==> config.mk <==
export PLATFORM = sky130hd
export DESIGN_NAME = fetch_bus_seq
export DESIGN_NICKNAME = d
export VERILOG_FILES = /design/src/rtl/fbs_pkg.sv /design/src/rtl/fbs_ctrl.sv /design/src/rtl/fbs_dpath.sv /design/src/rtl/fetch_bus_seq.sv
export SDC_FILE = /design/constraint.sdc
export NUM_CORES = 1
export LEC_CHECK = 0
export BUFFER_PORTS_ARGS = -buffer_cell sky130_fd_sc_hd__buf_2
export CAP_MARGIN = 10
export CORE_MARGIN = 10
export CORE_UTILIZATION = 50
export DETAILED_ROUTE_END_ITERATION = 10
export GPL_TIMING_DRIVEN = 0
export PLACE_DENSITY = 0.85
export SYNTH_ARGS = -nofsm -noshare
export SYNTH_HDL_FRONTEND = slang
export SYNTH_HIERARCHICAL = 1
export SYNTH_SLANG_ARGS = --single-unit
==> constraint.sdc <==
create_clock -name clk -period 4.15 [get_ports clk]
set_input_delay 0.2075 -clock clk [delete_from_list [all_inputs] [get_ports clk]]
set_output_delay 0.2075 -clock clk [all_outputs]
set_load 0.01 [all_outputs]
==> src/rtl/fbs_pkg.sv <==
package fbs_pkg;

  typedef enum logic [1:0] {
    KIND_FETCH = 2'd0,
    KIND_READ  = 2'd1,
    KIND_WRITE = 2'd2
  } cyc_kind_e;

  typedef enum logic [2:0] {
    ST_DUMMY0,
    ST_DUMMY1,
    ST_IDLE,
    ST_T1,
    ST_T2,
    ST_TW,
    ST_T3,
    ST_T4
  } bus_state_e;

  // strobes from control to datapath
  typedef struct packed {
    logic latchReq;
    logic capture;
    logic refreshAddr;
    logic driveData;
  } dp_ctl_t;

endpackage

==> src/rtl/fbs_ctrl.sv <==
module fbs_ctrl
  import fbs_pkg::*;
(
  input  logic       clk,
  input  logic       rstN,
  input  logic       waitN,
  input  logic       reqValid,
  input  logic [1:0] reqKind,
  output dp_ctl_t    ctl,
  output logic       m1N,
  output logic       mreqN,
  output logic       rdN,
  output logic       wrN,
  output logic       rfshN,
  output logic       cycDone,
  output logic       rStep
);

  bus_state_e state, stateNext, startSel;
  cyc_kind_e  kindQ, kindReq;
  logic       phase;      // 0: first clock of a T-state, 1: second clock
  logic       waitSeen;

  always_comb begin
    if (reqKind == 2'd2)      kindReq = KIND_WRITE;
    else if (reqKind == 2'd1) kindReq = KIND_READ;
    else                      kindReq = KIND_FETCH;
  end

  always_comb startSel = reqValid ? ST_T1 : ST_IDLE;

  always_comb begin
    stateNext = state;
    unique case (state)
      ST_DUMMY0:          stateNext = ST_DUMMY1;
      ST_DUMMY1, ST_IDLE: stateNext = startSel;
      ST_T1:              stateNext = ST_T2;
      ST_T2, ST_TW:       stateNext = waitSeen ? ST_TW : ST_T3;
      ST_T3:              stateNext = (kindQ == KIND_FETCH) ? ST_T4 : startSel;
      ST_T4:              stateNext = startSel;
      default:            stateNext = ST_IDLE;
    endcase
  end

  always_ff @(posedge clk or negedge rstN) begin
    if (!rstN) begin
      state    <= ST_DUMMY0;
      phase    <= 1'b0;
      kindQ    <= KIND_FETCH;
      waitSeen <= 1'b0;
    end else begin
      phase <= ~phase;
      if (phase) state <= stateNext;
      if (phase && stateNext == ST_T1) kindQ <= kindReq;
      if (!phase && (state == ST_T2 || state == ST_TW)) waitSeen <= ~waitN;
    end
  end

  logic isFetch, isRead, isWrite, early, t1Late, t3Early;
  assign isFetch = (kindQ == KIND_FETCH);
  assign isRead  = (kindQ == KIND_READ);
  assign isWrite = (kindQ == KIND_WRITE);
  // second clock of T1 through the last wait state
  assign early   = (state == ST_T1 && phase) || state == ST_T2 || state == ST_TW;
  assign t1Late  = (state == ST_T2 && phase) || state == ST_TW;
  assign t3Early = (state == ST_T3) && !phase;

  always_comb begin
    m1N   = !(isFetch && (state == ST_T1 || state == ST_T2 || state == ST_TW));
    rdN   = !((!isWrite && early) || (isRead && t3Early));
    wrN   = !(isWrite && (t1Late || t3Early));
    mreqN = !(early || (!isFetch && t3Early) ||
              (isFetch && ((state == ST_T3 && phase) || (state == ST_T4 && !phase))));
    rfshN = !(isFetch && (state == ST_T3 || state == ST_T4));
  end

  always_comb begin
    cycDone = phase && ((state == ST_T4) || (state == ST_T3 && !isFetch));
    rStep   = phase && (state == ST_T4);
    ctl.latchReq    = phase && (stateNext == ST_T1);
    ctl.capture     = (isFetch && phase && (state == ST_T2 || state == ST_TW) && !waitSeen) ||
                      (isRead && t3Early);
    ctl.refreshAddr = isFetch && (state == ST_T3 || state == ST_T4);
    ctl.driveData   = isWrite && (state == ST_T1 || state == ST_T2 ||
                                  state == ST_TW || state == ST_T3);
  end

endmodule

==> src/rtl/fbs_dpath.sv <==
module fbs_dpath
  import fbs_pkg::*;
#(
  parameter int DATA_W = 8,
  parameter int RCNT_W = 7,
  localparam int ADDR_W = 2 * DATA_W
) (
  input  logic              clk,
  input  logic              rstN,
  input  dp_ctl_t           ctl,
  input  logic [ADDR_W-1:0] reqAddr,
  input  logic [DATA_W-1:0] reqWdata,
  input  logic [DATA_W-1:0] dataIn,
  input  logic [DATA_W-1:0] iReg,
  input  logic [DATA_W-1:0] rReg,
  output logic [ADDR_W-1:0] addr,
  output logic [DATA_W-1:0] dataOut,
  output logic              dataOe,
  output logic [DATA_W-1:0] rdData,
  output logic [DATA_W-1:0] rNext
);

  logic [ADDR_W-1:0] addrHold;
  logic [DATA_W-1:0] wdHold;

  always_ff @(posedge clk or negedge rstN) begin
    if (!rstN) begin
      addrHold <= '0;
      wdHold   <= '0;
      rdData   <= '0;
    end else begin
      if (ctl.latchReq) begin
        addrHold <= reqAddr;
        wdHold   <= reqWdata;
      end
      if (ctl.capture) rdData <= dataIn;
    end
  end

  assign addr    = ctl.refreshAddr ? {iReg, rReg} : addrHold;
  assign dataOut = wdHold;
  assign dataOe  = ctl.driveData;

  generate
    if (RCNT_W >= DATA_W) begin : g_fullStep
      assign rNext = rReg + DATA_W'(1);
    end else begin : g_lowStep
      assign rNext = {rReg[DATA_W-1:RCNT_W], rReg[RCNT_W-1:0] + RCNT_W'(1)};
    end
  endgenerate

endmodule

==> src/rtl/fetch_bus_seq.sv <==
module fetch_bus_seq
  import fbs_pkg::*;
#(
  parameter int DATA_W = 8,
  parameter int RCNT_W = 7,
  localparam int ADDR_W = 2 * DATA_W
) (
  input  logic              clk,
  input  logic              rstN,
  input  logic              waitN,
  input  logic              reqValid,
  input  logic [1:0]        reqKind,
  input  logic [ADDR_W-1:0] reqAddr,
  input  logic [DATA_W-1:0] reqWdata,
  input  logic [DATA_W-1:0] iReg,
  input  logic [DATA_W-1:0] rReg,
  input  logic [DATA_W-1:0] dataIn,
  output logic [ADDR_W-1:0] addr,
  output logic [DATA_W-1:0] dataOut,
  output logic              dataOe,
  output logic              m1N,
  output logic              mreqN,
  output logic              rdN,
  output logic              wrN,
  output logic              rfshN,
  output logic [DATA_W-1:0] rdData,
  output logic              cycDone,
  output logic              rStep,
  output logic [DATA_W-1:0] rNext
);

  dp_ctl_t ctl;

  fbs_ctrl u_ctrl (
    .clk(clk), .rstN(rstN), .waitN(waitN), .reqValid(reqValid), .reqKind(reqKind),
    .ctl(ctl), .m1N(m1N), .mreqN(mreqN), .rdN(rdN), .wrN(wrN), .rfshN(rfshN),
    .cycDone(cycDone), .rStep(rStep)
  );

  fbs_dpath #(.DATA_W(DATA_W), .RCNT_W(RCNT_W)) u_dpath (
    .clk(clk), .rstN(rstN), .ctl(ctl), .reqAddr(reqAddr), .reqWdata(reqWdata),
    .dataIn(dataIn), .iReg(iReg), .rReg(rReg), .addr(addr), .dataOut(dataOut),
    .dataOe(dataOe), .rdData(rdData), .rNext(rNext)
  );

endmodule

# Word-level counts from Yosys, hierarchy flattened
# Cells that the tools add are included.
# totals
ff_bits	39
inputBits	54
output_inout_bits	48
wordCells	78
# classes
n_addsub	1
n_eq_ne	12
n_mux	7
bitwise_logic	2
n_reduce_logical	49
# op_table
cell	n
1-bit logical AND	21
16-bit two-way mux	1
1-bit logical OR	15
3-bit case mux with 5 select lines	1
3-bit equality test (second input constant)	4
3-bit by 2-bit equality test with 1-bit output (second input constant)	3
1-bit logical NOT	9
7-bit by 1-bit adder with 7-bit output (second input constant)	1
2-bit by 1-bit equality test with 1-bit output (second input constant)	2
2-bit equality test (second input constant)	2
2-bit two-way mux	2
3-bit by 1-bit equality test with 1-bit output (second input constant)	1
3-bit logical NOT	1
3-bit two-way mux	1
3-bit OR reduction	1
2-bit logical NOT	1
1-bit two-way mux	2
1-bit inverter	2
2-bit OR reduction	1

# Depth between registers and ports, before layout
# Gate-level depths: netlist (run 1).
# logic_depth
word_depth	7
ltp_mapped	8
depth_no_buf	5

# By module
# Netlist (run 1), hierarchy kept.
# by_module_without_submodules
mod	n_inst	cells_each	area_per_inst_um2	seq_area_each_um2
fbs_dpath	1	100	1650.3	800.8
fbs_ctrl	1	67	528.0	175.2

# Worst setup path before layout (run 1)
# Ideal clock, no wire load.
# synth_path
path_kind	register to register
start	reg u_ctrl.state[1]
end	reg u_dpath.addrHold[0]
setup_ns	0.125
arrival_time_ns	1.792
t_required_ns	4.025
path_slack_ns	2.233
stages_incl_launch_ff	8
n_path_buf	2
cell_sequence	dfrtp_1 -> or4b_1 -> o211ai_2 -> o21bai_2 -> inv_1 -> buf_6 -> buf_12 -> mux2_4
# synth_lines
item	line_no	text
start, declared	fbs_ctrl.sv:19	bus_state_e state, stateNext, startSel;
start signal, assigned	fbs_ctrl.sv:53	if (phase) state <= stateNext;
end signal, assigned	fbs_dpath.sv:33	addrHold <= reqAddr;
end, declared	fbs_dpath.sv:23	logic [ADDR_W-1:0] addrHold;

==> summary.md, run 1 <==
| Metric | Value |
|---|---|
| Status | completed |
| WP buf/inv | 4 |
| Filler cells | 322 |
| First-pass iteration count of the detailed router | 4 |
| Std-Cell Rows | 23 |
| Min-delay worst type | input pin to async pin |
| Syn Area/Cell | 13.04 µm² |
| Clock network fraction of design power | roughly a tenth |
| R2r endpoint | u_dpath/dataOut[5] |
| 1st-iter DRT viols | 64 |
| Post-CTS resize count | 0 |
| Port Buffers | just over 100 |
| Largest net degree at the start of global routing | 40 |
| Setup Crit Path Kind | flip-flop to output port |
| Cell Int Power | 1.520 mW |
| Gate power share | 61.1% |
| Worst Max-Slew Pin Slew | between 0.8 and 0.9 ns |
| Final Skew | around 0.0045 ns |
| Initial Util | a little over half |
| Area of the multi-input gates | around 1100 µm² |
| Diodes inserted | 0 |
| Synth unique cells | 36 |
| Worst reg2reg path depth | 7 |
| Core footprint | 4115 µm² |
| Crit path time final | ~2.2 ns |
| GR Overflow Total | 0 |
| Launching point of the worst reg2reg path | u_ctrl/state[1] |
| Final worst-path setup slack | around 1.9 ns |
| Vias in the first global route | roughly 1800 |
| Max stage delay on crit path | between 0.4 and 0.5 ns |
| CTS HTree Levels | 2 |
| Hold buffer count at cts | 0 |
| Final period util | ~54% |
| DP HPWL | 4528 µm |
| Routed WL | approximately 5500 µm |
| Placement Setup Slack | ~2.1 ns |
| Post-synthesis sequential element count | 39 |
| DRC viols | 0 |
| Crit path max-delay family | buffers and inverters |
| Max VDD drop | 476.4 µV |
| Worst-path fanout max | 10 |
| DR vias | between 1500 and 2000 |
| Net Sw Frac | between 30 and 40% |
| Die Span Y | between 80 and 90 µm |
| Gr usage total | roughly 14% |
| Critical path startpoint category | flip-flop |
| Max Clk Rate | around 450 MHz |
| Net Switching | approximately 0.86 mW |
| Crit-path cells | nor2_1 -> nand3_1 -> inv_1 -> buf_6 -> buf_12 -> mux2_4 -> buf_2 |
| CTS tree | built |
| Final-report hold violation count | 0 |
| RSZ-0062 raised after global routing | false |
| Share of layout cells above drive strength 1 | ~63% |
| # IOs | 102 |
| Area Overhead vs Synth | 29.81% |
| Register area share after synthesis | about 45% |
| GP Congestion | between 0.8 and 0.9 |
| Synthesized area | 2178 µm² |
| Die area | between 7000 and 8000 µm² |
| Power density over the cells | between 800 and 900 nW/µm² |
| Final-stage net count | 330 |
| Clk buf depth | 2 |
| First-pass GRT wire length | 8749 µm |
| Clk_lat worst skew | 0.27 ns |
| Sequential Area | around 980 µm² |
| Post-CTS setup buffer count | 0 |
| CTS buffer count | 5 |
| Die Span X | roughly 86 µm |
| Register share of total power | 29.0% |
| Mapped Cells | 167 |
| WP data arrival | 2.03 ns |
| Slowest CP cell | dfrtp_1 |
| Crit. End Element | output port |
| Root Buffer | clkbuf_8 |
| Slew Limit Fails | 0 |
| Ys Warns | 6 |
| TNS Setup | 0 ns |
| Max cap viols | 0 |
| Reg clk slew, reported paths | 0.07 ns |
| Leakage | approximately 1.5 nW |
| Initial antenna violation count | 0 |
| R2R Setup Slk | 2.13 ns |
| Number of routed nets with antenna violations | 0 |
| Routed len/inst | roughly 17 µm |
| CTS sink cnt | 39 |
| # setup viols final | 0 |
| Relative slew slack | between 40% and 50% |
| Syn_nets | between 200 and 250 |
| Critical Path RT | roughly 4 ns |
| Vias per std cell | 5.083 |
## cell families after synthesis
group	share of synthesized area, %
AOI/OAI and AO/OA	5.226
and+or+nand+nor	7.812
adders and majority gates	0.5743
muxes	31.82
buffers and inverters	6.548
xor gates and xnor gates	3.217
DFF	44.80
## power by group through the flow
stage          sequential, mW  combinational (mW)  clock, mW
2_1_floorplan           0.703                1.04          0
3_3_place_gp            0.679                1.44          0
3_5_place_dp            0.697                1.48          0
4_1_cts                 0.692                1.48      0.247
5_1_grt                 0.716                1.58      0.261
6_report                0.690                1.46      0.236
## cell usage after synthesis (all sizes together)
cell	number	area (µm²)
dfrtp	39	975.9
o21ai	4	20.01
a211oi	1	7.510
o211ai	1	12.51
a21o	1	7.510
nand2b	3	18.77
nor3	4	20.02
o2bb2ai	1	8.760
nor2	9	33.78
a21oi	5	25.02
nor4	1	6.260
xor2	3	26.28
and3	2	13.77
buf	10	112.6
mux2	50	683.2
a31oi	2	12.51
inv	6	22.52
nor2b	2	12.51
or3	1	6.260
nand2	5	18.77
mux2i	1	10.01
nand3	5	30.03
clkbuf	2	7.510
xnor2	5	43.79
or4b	1	10.01
o21bai	1	11.26
a32oi	1	8.760
ha	1	12.51
## placed cells by master (no fill, tap or decap), types with 3 or more instances in the layout
| master | n |
|---|---|
| a21oi_1 | 5 |
| nand3_1 | 4 |
| buf_2 | 104 |
| mux2_2 | 18 |
| xnor2_1 | 5 |
| clkbuf_1 | 4 |
| o21ai_1 | 3 |
| inv_1 | 4 |
| dfrtp_1 | 39 |
| xor2_1 | 3 |
| nor2_1 | 9 |
| buf_12 | 3 |
| mux2_4 | 32 |
| nand2b_1 | 3 |
| nor3_1 | 4 |
| nand2_1 | 5 |
| clkbuf_8 | 5 |
## routing by layer
layer	vias to the layer above	GRT usage, %	share of wire [%]
li1	799	-	-
met1	782	15.73	39
met2	74	25.56	51
met3	2	6.339	10
met4	0	2.695	0.31
met5	-	0	0
## per-stage QoR
step / hold WS (ns) / cell area (µm²) / power [mW] / std cells / util (%)
final: 0.03642 / 2828 / 2.382 / 326 / 68.71
after global routing: 0.08558 / 2828 / 2.557 / 326 / 68.71
after CTS: 0.06667 / 2828 / 2.420 / 326 / 68.71
after detailed placement: 0.3764 / 2746 / 2.172 / 318 / 66.74
after global placement: 0.3679 / 2746 / 2.121 / 318 / 66.74
after floorplan: -0.08809 / 2178 / 1.744 / 167 / -
## layout make-up
cell class / count / share of cell area [%]
multi-input combinational: 110 / 37.48
sequential: 39 / 34.51
timing repair buffer: 101 / 17.88
buffer: 12 / 4.248
clock buffer: 7 / 2.699
tap: 50 / 2.212
inverter: 6 / 0.7965
clock inverter: 1 / 0.1770
## worst max path at each step
stage | start | to | cells after the start
floorplan | u_ctrl/state[1] | u_dpath/addrHold[0] | 7
global placement | u_ctrl/state[1] | u_dpath/dataOut[1] | 7
detailed placement | u_ctrl/state[1] | u_dpath/addrHold[9] | 7
CTS | u_ctrl/kindQ[1] | addr[14] | 7
global route | u_ctrl/state[2] | addr[10] | 7
finish | u_ctrl/kindQ[1] | addr[13] | 7
## sequential cells by signal, indices dropped and copies added (netlist names)
register / flops
u_ctrl/waitSeen: 1
u_ctrl/state: 3
u_ctrl/kindQ: 2
u_dpath/rdData: 8
u_dpath/addrHold: 16
u_ctrl/phase: 1
u_dpath/dataOut: 8
## worst register-to-register path, cell delays in order (launching register included)
cell	delay [ns]
dfrtp_1	0.41
or4b_1	0.55
o211ai_2	0.10
o21bai_2	0.18
inv_1	0.08
buf_6	0.15
buf_12	0.15
mux2_4	0.30
Power figures use the tool's default switching activity.
==> run 2, diff against run 1 <==
--- a/config.mk
+++ b/config.mk
@@ -8,10 +8,10 @@
 export BUFFER_PORTS_ARGS = -buffer_cell sky130_fd_sc_hd__buf_2
 export CAP_MARGIN = 10
 export CORE_MARGIN = 10
-export CORE_UTILIZATION = 50
+export CORE_UTILIZATION = 47
 export DETAILED_ROUTE_END_ITERATION = 10
 export GPL_TIMING_DRIVEN = 0
-export PLACE_DENSITY = 0.85
+export PLACE_DENSITY = 0.81
 export SYNTH_ARGS = -nofsm -noshare
 export SYNTH_HDL_FRONTEND = slang
 export SYNTH_HIERARCHICAL = 1
==> constraint.sdc (replaced) <==
create_clock -name clk -period 2.17 [get_ports clk]
set_input_delay 0.1085 -clock clk [delete_from_list [all_inputs] [get_ports clk]]
set_output_delay 0.1085 -clock clk [all_outputs]
set_load 0.01 [all_outputs]
==> summary.md, run 2 (synthesized netlist as in run 1, its figures left out) <==
| Metric | Value |
|---|---|
| Status | completed (unchanged) |
| Leakage | 1.491 nW (was 1.456 nW) |
| Largest net degree at the start of global routing | 40 (unchanged) |
| Placement Setup Slack | 0.1221 ns (was 2.143 ns) |
| Die Span Y | 88.08 µm (was 86.01 µm) |
| Setup Crit Path Kind | flip-flop to flip-flop (was flip-flop to output port) |
| Largest reg by FF count | u_dpath/addrHold (unchanged) |
| Number of routed nets with antenna violations | 0 (unchanged) |
| # IOs | 102 (unchanged) |
| Core footprint | 4414 µm² (was 4115 µm²) |
| First-pass iteration count of the detailed router | 4 (unchanged) |
| Commonest non-fill, non-tap cell in the layout | buf_2 (unchanged) |
| # setup viols final | 0 (unchanged) |
| Vias in the first global route | 1723 (was 1785) |
| Final Skew | 0.005016 ns (was 0.004533 ns) |
| Most frequent cells in the layout | buf_2 (104), dfrtp_1 (39), mux2_4 (32) (unchanged) |
| DP HPWL | 4468 µm (was 4528 µm) |
| Routed WL | 5542 µm (was 5491 µm) |
| First-pass GRT wire length | 8431 µm (was 8749 µm) |
| Port Buffers | 101 (unchanged) |
| Clk_lat worst skew | 0.28 ns (was 0.27 ns) |
| Std-Cell Rows | 24 (was 23) |
| TNS Setup | 0 ns (unchanged) |
| Max Clk Rate | 487.4 MHz |
| Max cap viols | 0 (unchanged) |
| DR vias | 1658 (was 1657) |
| Critical path startpoint category | flip-flop (unchanged) |
| Routed len/inst | 16.79 µm (was 16.84 µm) |
| Worst-path fanout max | 10 (unchanged) |
| CTS sink cnt | 39 (unchanged) |
| Final cell count without fillers | 330 (was 326) |
| Diodes inserted | 0 (unchanged) |
| Gr usage total | 13.56% (was 14.49%) |
| Final worst-path setup slack | 0.1185 ns (was 1.915 ns) |
| Clk buf depth | 2 (unchanged) |
| Root Buffer | clkbuf_8 (unchanged) |
| Reg clk slew, reported paths | 0.07 ns (about the same) |
| Worst Max-Slew Pin Slew | 0.8551 ns (was 0.8527 ns) |
| Final period util | about 95% |
| Crit. End Element | flip-flop (was output port) |
| Hold Path Stages | 2 |
| CTS HTree Levels | 2 (unchanged) |
| Die Span X | 88.08 µm (was 86.01 µm) |
| RSZ-0062 raised after global routing | false (unchanged) |
| Initial antenna violation count | 0 (unchanged) |
| Critical Path RT | 2.33 ns (was 3.94 ns) |
| Die area | 7758 µm² (was 7397 µm²) |
| Vias per std cell | 5.024 (was 5.083) |
| Crit path time final | 2.052 ns |
| DRC viols | 0 (unchanged) |
| Final-report hold violation count | 0 (unchanged) |
| Max reg flops | 16 (unchanged) |
| Max VDD drop | 810.2 µV (was 476.4 µV) |
| Share of layout cells above drive strength 1 | 63.31% (was 62.68%) |
| Relative slew slack | 42.99% (was 43.16%) |
| Initial Util | 49.35% (was 52.93%) |
| 1st-iter DRT viols | 38 (was 64) |
| Post-CTS setup buffer count | 0 (unchanged) |
| Area Overhead vs Synth | 33.37% (was 29.81%) |
| CTS tree | built (unchanged) |
| GP Congestion | 0.8383 (was 0.8523) |
| CTS buffer count | 5 (unchanged) |
| Slew Limit Fails | 0 (unchanged) |
| Worst reg2reg path depth | 7 (unchanged) |
| Power density over the cells | 1657 nW/µm² (was 842.4 nW/µm²) |
| Placed insts | 320 (was 318) |
| GR Overflow Total | 0 (unchanged) |
| Min-delay worst type | input pin to flip-flop (was input pin to async pin) |
| WP data arrival | 2.22 ns (was 2.03 ns) |
| Final-stage net count | 332 (was 330) |
## run 2: cell count changes in the layout (fill, tap and decap cells not counted)
cell           change
nor2_2             +1
dlygate4sd3_1      +2
clkbuf_1           -2
nor2_1             -1
clkinv_2           -1
clkbuf_2           +1
bufinv_16          +2
## run 2: area by class of cell
cell class                      count  area (µm²)
Buffer                             12       121.4
Clock buffer                        6       72.57
Clock inverter                      2       60.06
Fill cell                         356        1509
Inverter                            6       22.52
Multi-Input combinational cell    110        1062
Sequential cell                    39       975.9
Tap cell                           52       65.06
Timing Repair Buffer              103       525.5
## run 2: per-stage QoR
stage	util, %	cell area, µm²	total power, mW	hold slack (ns)
2_1_floorplan	-	2178	3.335	-0.1871
3_3_place_gp	62.27	2749	4.063	0.2661
3_5_place_dp	62.27	2749	4.146	0.2713
4_1_cts	65.73	2902	4.876	0.04065
5_1_grt	65.82	2905	5.141	0.03680
6_report	65.82	2905	4.814	0.05016
## run 2: final timing paths
path                       slack (ns)              endpoint              start
max                              0.12  u_dpath/addrHold[11]    u_ctrl/state[1]
min                              0.05  u_dpath/addrHold[15]        reqAddr[15]
max reg2reg                      0.12  u_dpath/addrHold[11]    u_ctrl/state[1]
min reg2reg                      0.50     u_dpath/rdData[1]  u_dpath/rdData[1]
max in group asynchronous        1.15   u_dpath/addrHold[7]               rstN
min in group asynchronous        0.48    u_dpath/dataOut[2]               rstN
## run 2: metal layers
metal  vias up  GRT usage (%)  part of all wire (%)
met5         -              0                     0
met2        77          22.55                    49
li1        803              -                     -
met3         4          4.457                    11
met4         0          4.280                  0.85
met1       774          16.19                    40
## run 2: timing repair
action                                  4_1_cts  5_1_grt
hold buffers                                  2        0
endpoints found under the setup margin        0       10
hold endpoints to repair                     40        0
resized for setup                             0        3
## run 2: critical path, stage by stage (launching register included)
cell,delay [ns]
dfrtp_1,0.42
or4b_1,0.55
o211ai_2,0.10
o21bai_2,0.18
inv_1,0.08
buf_6,0.15
buf_12,0.15
mux2_4,0.30
## run 2: power by group
part           internal [mW]  switching [mW]  leakage [nW]
Clock                  0.459           0.240        0.0654
Sequential              1.09           0.227         0.460
Combinational           1.59            1.20         0.965
Total                   3.15            1.67          1.49
==> run 3, diff against run 2 <==
==> constraint.sdc (replaced) <==
create_clock -name clk -period 2.17 [get_ports clk]
set_input_delay 0.651 -clock clk [delete_from_list [all_inputs] [get_ports clk]]
set_output_delay 0.651 -clock clk [all_outputs]
set_load 0.01 [all_outputs]
==> summary.md, run 3 (synthesized netlist as in run 1, its figures left out) <==
| Metric | Value |
|---|---|
| CTS buffer count | 5 (unchanged) |
| Launching point of the worst reg2reg path | u_ctrl/state[2] (was u_ctrl/state[1]) |
| Crit path max-delay family | buffers and inverters (was simple AND/OR/NAND/NOR gates) |
| Gr usage total | 15.57% (was 13.56%) |
| Routed len/inst | 19.85 µm (was 16.79 µm) |
| Net Switching | 1.918 mW (was 1.667 mW) |
| Crit-path cells | buf_8 -> nand3_2 -> inv_2 -> buf_6 -> buf_8 -> mux2_4 -> buf_6 (was or4b_1 -> o211ai_2 -> o21bai_2 -> inv_1 -> buf_6 -> buf_12 -> mux2_4) |
| 1st-iter DRT viols | 47 (was 38) |
| Max Clk Rate | 422.8 MHz (was 487.4 MHz) |
| Crit. End Element | output port (was flip-flop) |
| Worst-path fanout max | 10 (unchanged) |
| Leakage | 1.665 nW (was 1.491 nW) |
| Crit path time final | 2.365 ns (was 2.052 ns) |
| WP buf/inv | 5 (was 3) |
| Reg clk slew, reported paths | 0.07 ns (about the same) |
| Vias in the first global route | 1870 (was 1723) |
| Largest net degree at the start of global routing | 40 (unchanged) |
| GR Overflow Total | 0 (unchanged) |
| Slew Limit Fails | 0 (unchanged) |
| Final instance area | 3311 µm² (was 2905 µm²) |
| Commonest non-fill, non-tap cell in the layout | buf_2 (unchanged) |
| Initial Util | 49.35% (unchanged) |
| Clk_lat worst skew | 0.28 ns (about the same) |
| Final-stage net count | 347 (was 332) |
| Number of routed nets with antenna violations | 0 (unchanged) |
| Die Span X | 88.08 µm (unchanged) |
| Final-report hold violation count | 0 (unchanged) |
| Min-delay worst type | input pin to async pin (was input pin to flip-flop) |
| Register share of total power | 23.2% (was 27.4%) |
| Area of the multi-input gates | 1157 µm² (was 1062 µm²) |
| Placement Setup Slack | -0.2069 ns (was 0.1221 ns) |
| DRC viols | 0 (unchanged) |
| Final worst-path setup slack | -0.1951 ns (was 0.1185 ns) |
| Max VDD drop | 918.8 µV (was 810.2 µV) |
| DP HPWL | 4468 µm (unchanged) |
| Clock network fraction of design power | 12.3% (was 14.5%) |
| Largest reg by FF count | u_dpath/addrHold (unchanged) |
| Max reg flops | 16 (unchanged) |
| TNS Setup | -3.060 ns (was 0 ns) |
| Slowest CP cell | dfrtp_1 (was or4b_1) |
| Cell Int Power | 3.798 mW (was 3.147 mW) |
| Clk buf depth | 2 (unchanged) |
| Share of layout cells above drive strength 1 | 70.31% (was 63.31%) |
| Vias per std cell | 5.252 (was 5.024) |
| Relative slew slack | 42.87% (was 42.99%) |
| Final period util | 109.0% (was 94.54%) |
| Filler cells | 281 (was 356) |
| Max cap viols | 0 (unchanged) |
| Max stage delay on crit path | 0.41 ns (was 0.55 ns) |
| Area Overhead vs Synth | 51.98% (was 33.37%) |
| Net Sw Frac | 33.55% (was 34.64%) |
| # IOs | 102 (unchanged) |
| Initial antenna violation count | 0 (unchanged) |
| # setup viols final | 18 (was 0) |
| WP data arrival | 1.71 ns (was 2.22 ns) |
| Failing checks | setup timing |
| First-pass GRT wire length | 9660 µm (was 8431 µm) |
| Power density over the cells | 1726 nW/µm² (was 1657 nW/µm²) |
| CTS HTree Levels | 2 (unchanged) |
| Most frequent cells in the layout | buf_2 (84), mux2_4 (38), dfrtp_1 (36) (was buf_2 (104), dfrtp_1 (39), mux2_4 (32)) |
| Std-Cell Rows | 24 (unchanged) |
| GP Congestion | 0.8383 (unchanged) |
| CTS tree | built (unchanged) |
| Crit path from | u_ctrl/state[2] (was u_ctrl/state[1]) |
| Routed WL | 6849 µm (was 5542 µm) |
| Gate power share | 64.5% (was 58.0%) |
| DR vias | 1812 (was 1658) |
| Root Buffer | clkbuf_8 (unchanged) |
| Critical Path RT | 1.52 ns (was 2.33 ns) |
| Final core occ | 75.00% (was 65.82%) |
| CTS sink cnt | 39 (unchanged) |
| Worst Max-Slew Pin Slew | 0.8570 ns (was 0.8551 ns) |
| Die Span Y | 88.08 µm (unchanged) |
| Diodes inserted | 0 (unchanged) |
| First-pass iteration count of the detailed router | 4 (unchanged) |
| RSZ-0062 raised after global routing | true (was false) |
| Die area | 7758 µm² (unchanged) |
| Hold buffer count at cts | 0 (was 2) |
| Core footprint | 4414 µm² (unchanged) |
| Port Buffers | 101 (unchanged) |
| Status | finished with violations (was completed) |
| Critical path startpoint category | flip-flop (unchanged) |
| Sequential Area | 979.7 µm² (was 975.9 µm²) |
| Final Skew | 0.004986 ns (was 0.005016 ns) |
| Setup Crit Path Kind | flip-flop to output port (was flip-flop to flip-flop) |
| Placement Cell Area | 2749 µm² (unchanged) |
## run 3: per-layer routing
layer | vias up | track usage (%) | share of wire [%]
met3 | 16 | 4.643 | 9.0
met4 | 0 | 5.706 | 2.7
met1 | 859 | 17.18 | 37
li1 | 833 | - | -
met5 | - | 0 | 0
met2 | 104 | 27.58 | 51
## run 3: power groups by stage
| stage | Clock, mW | Sequential, mW | Combinational [mW] |
|---|---|---|---|
| after floorplan | 0 | 1.34 | 1.99 |
| after global placement | 0 | 1.30 | 2.76 |
| after detailed placement | 0 | 1.33 | 2.82 |
| after CTS | 0.723 | 1.30 | 3.43 |
| after global routing | 0.757 | 1.37 | 3.91 |
| final | 0.702 | 1.33 | 3.69 |
## run 3: through the flow
stage | instances | total power [mW] | hold WS [ns]
6_report | 345 | 5.715 | 0.4709
3_5_place_dp | 320 | 4.146 | 0.4903
5_1_grt | 345 | 6.034 | 0.5123
3_3_place_gp | 320 | 4.063 | 0.4845
4_1_cts | 335 | 5.457 | 0.4986
2_1_floorplan | 167 | 3.335 | 0.3554
## run 3: final timing paths
path / to / slack [ns] / cells past startpoint
max reg2reg: u_dpath/addrHold[7] / 0.03 / 8
min in group clk: u_dpath/rdData[1] / 0.50 / 1
min: u_dpath/dataOut[2] / 0.47 / 1
min reg2reg: u_dpath/rdData[1] / 0.50 / 1
max in group asynchronous: u_ctrl/kindQ[1] / 1.11 / 1
max: addr[1] / -0.20 / 7
## run 3: worst register-to-register path, stage by stage (launching register included)
cell       delay [ns]
dfrtp_1          0.43
buf_4            0.16
or4b_4           0.54
o211ai_2         0.11
o21bai_4         0.16
inv_2            0.05
buf_6            0.14
clkbuf_16        0.16
mux2_4           0.30
## run 3: area by class of cell
cell class	instances	share of cell area [%]
multi-input combinational	110	34.96
clock buffer	6	2.192
inverter	6	0.6803
timing repair buffer	119	24.57
tap	52	1.965
buffer	11	4.233
clock inverter	2	1.814
sequential	39	29.59
## run 3: timing repair
item,4_1_cts,5_1_grt
pin swaps,2,8
setup endpoints to repair,22,40
resized for setup,41,22
gates cloned,1,1
setup buffers,7,11
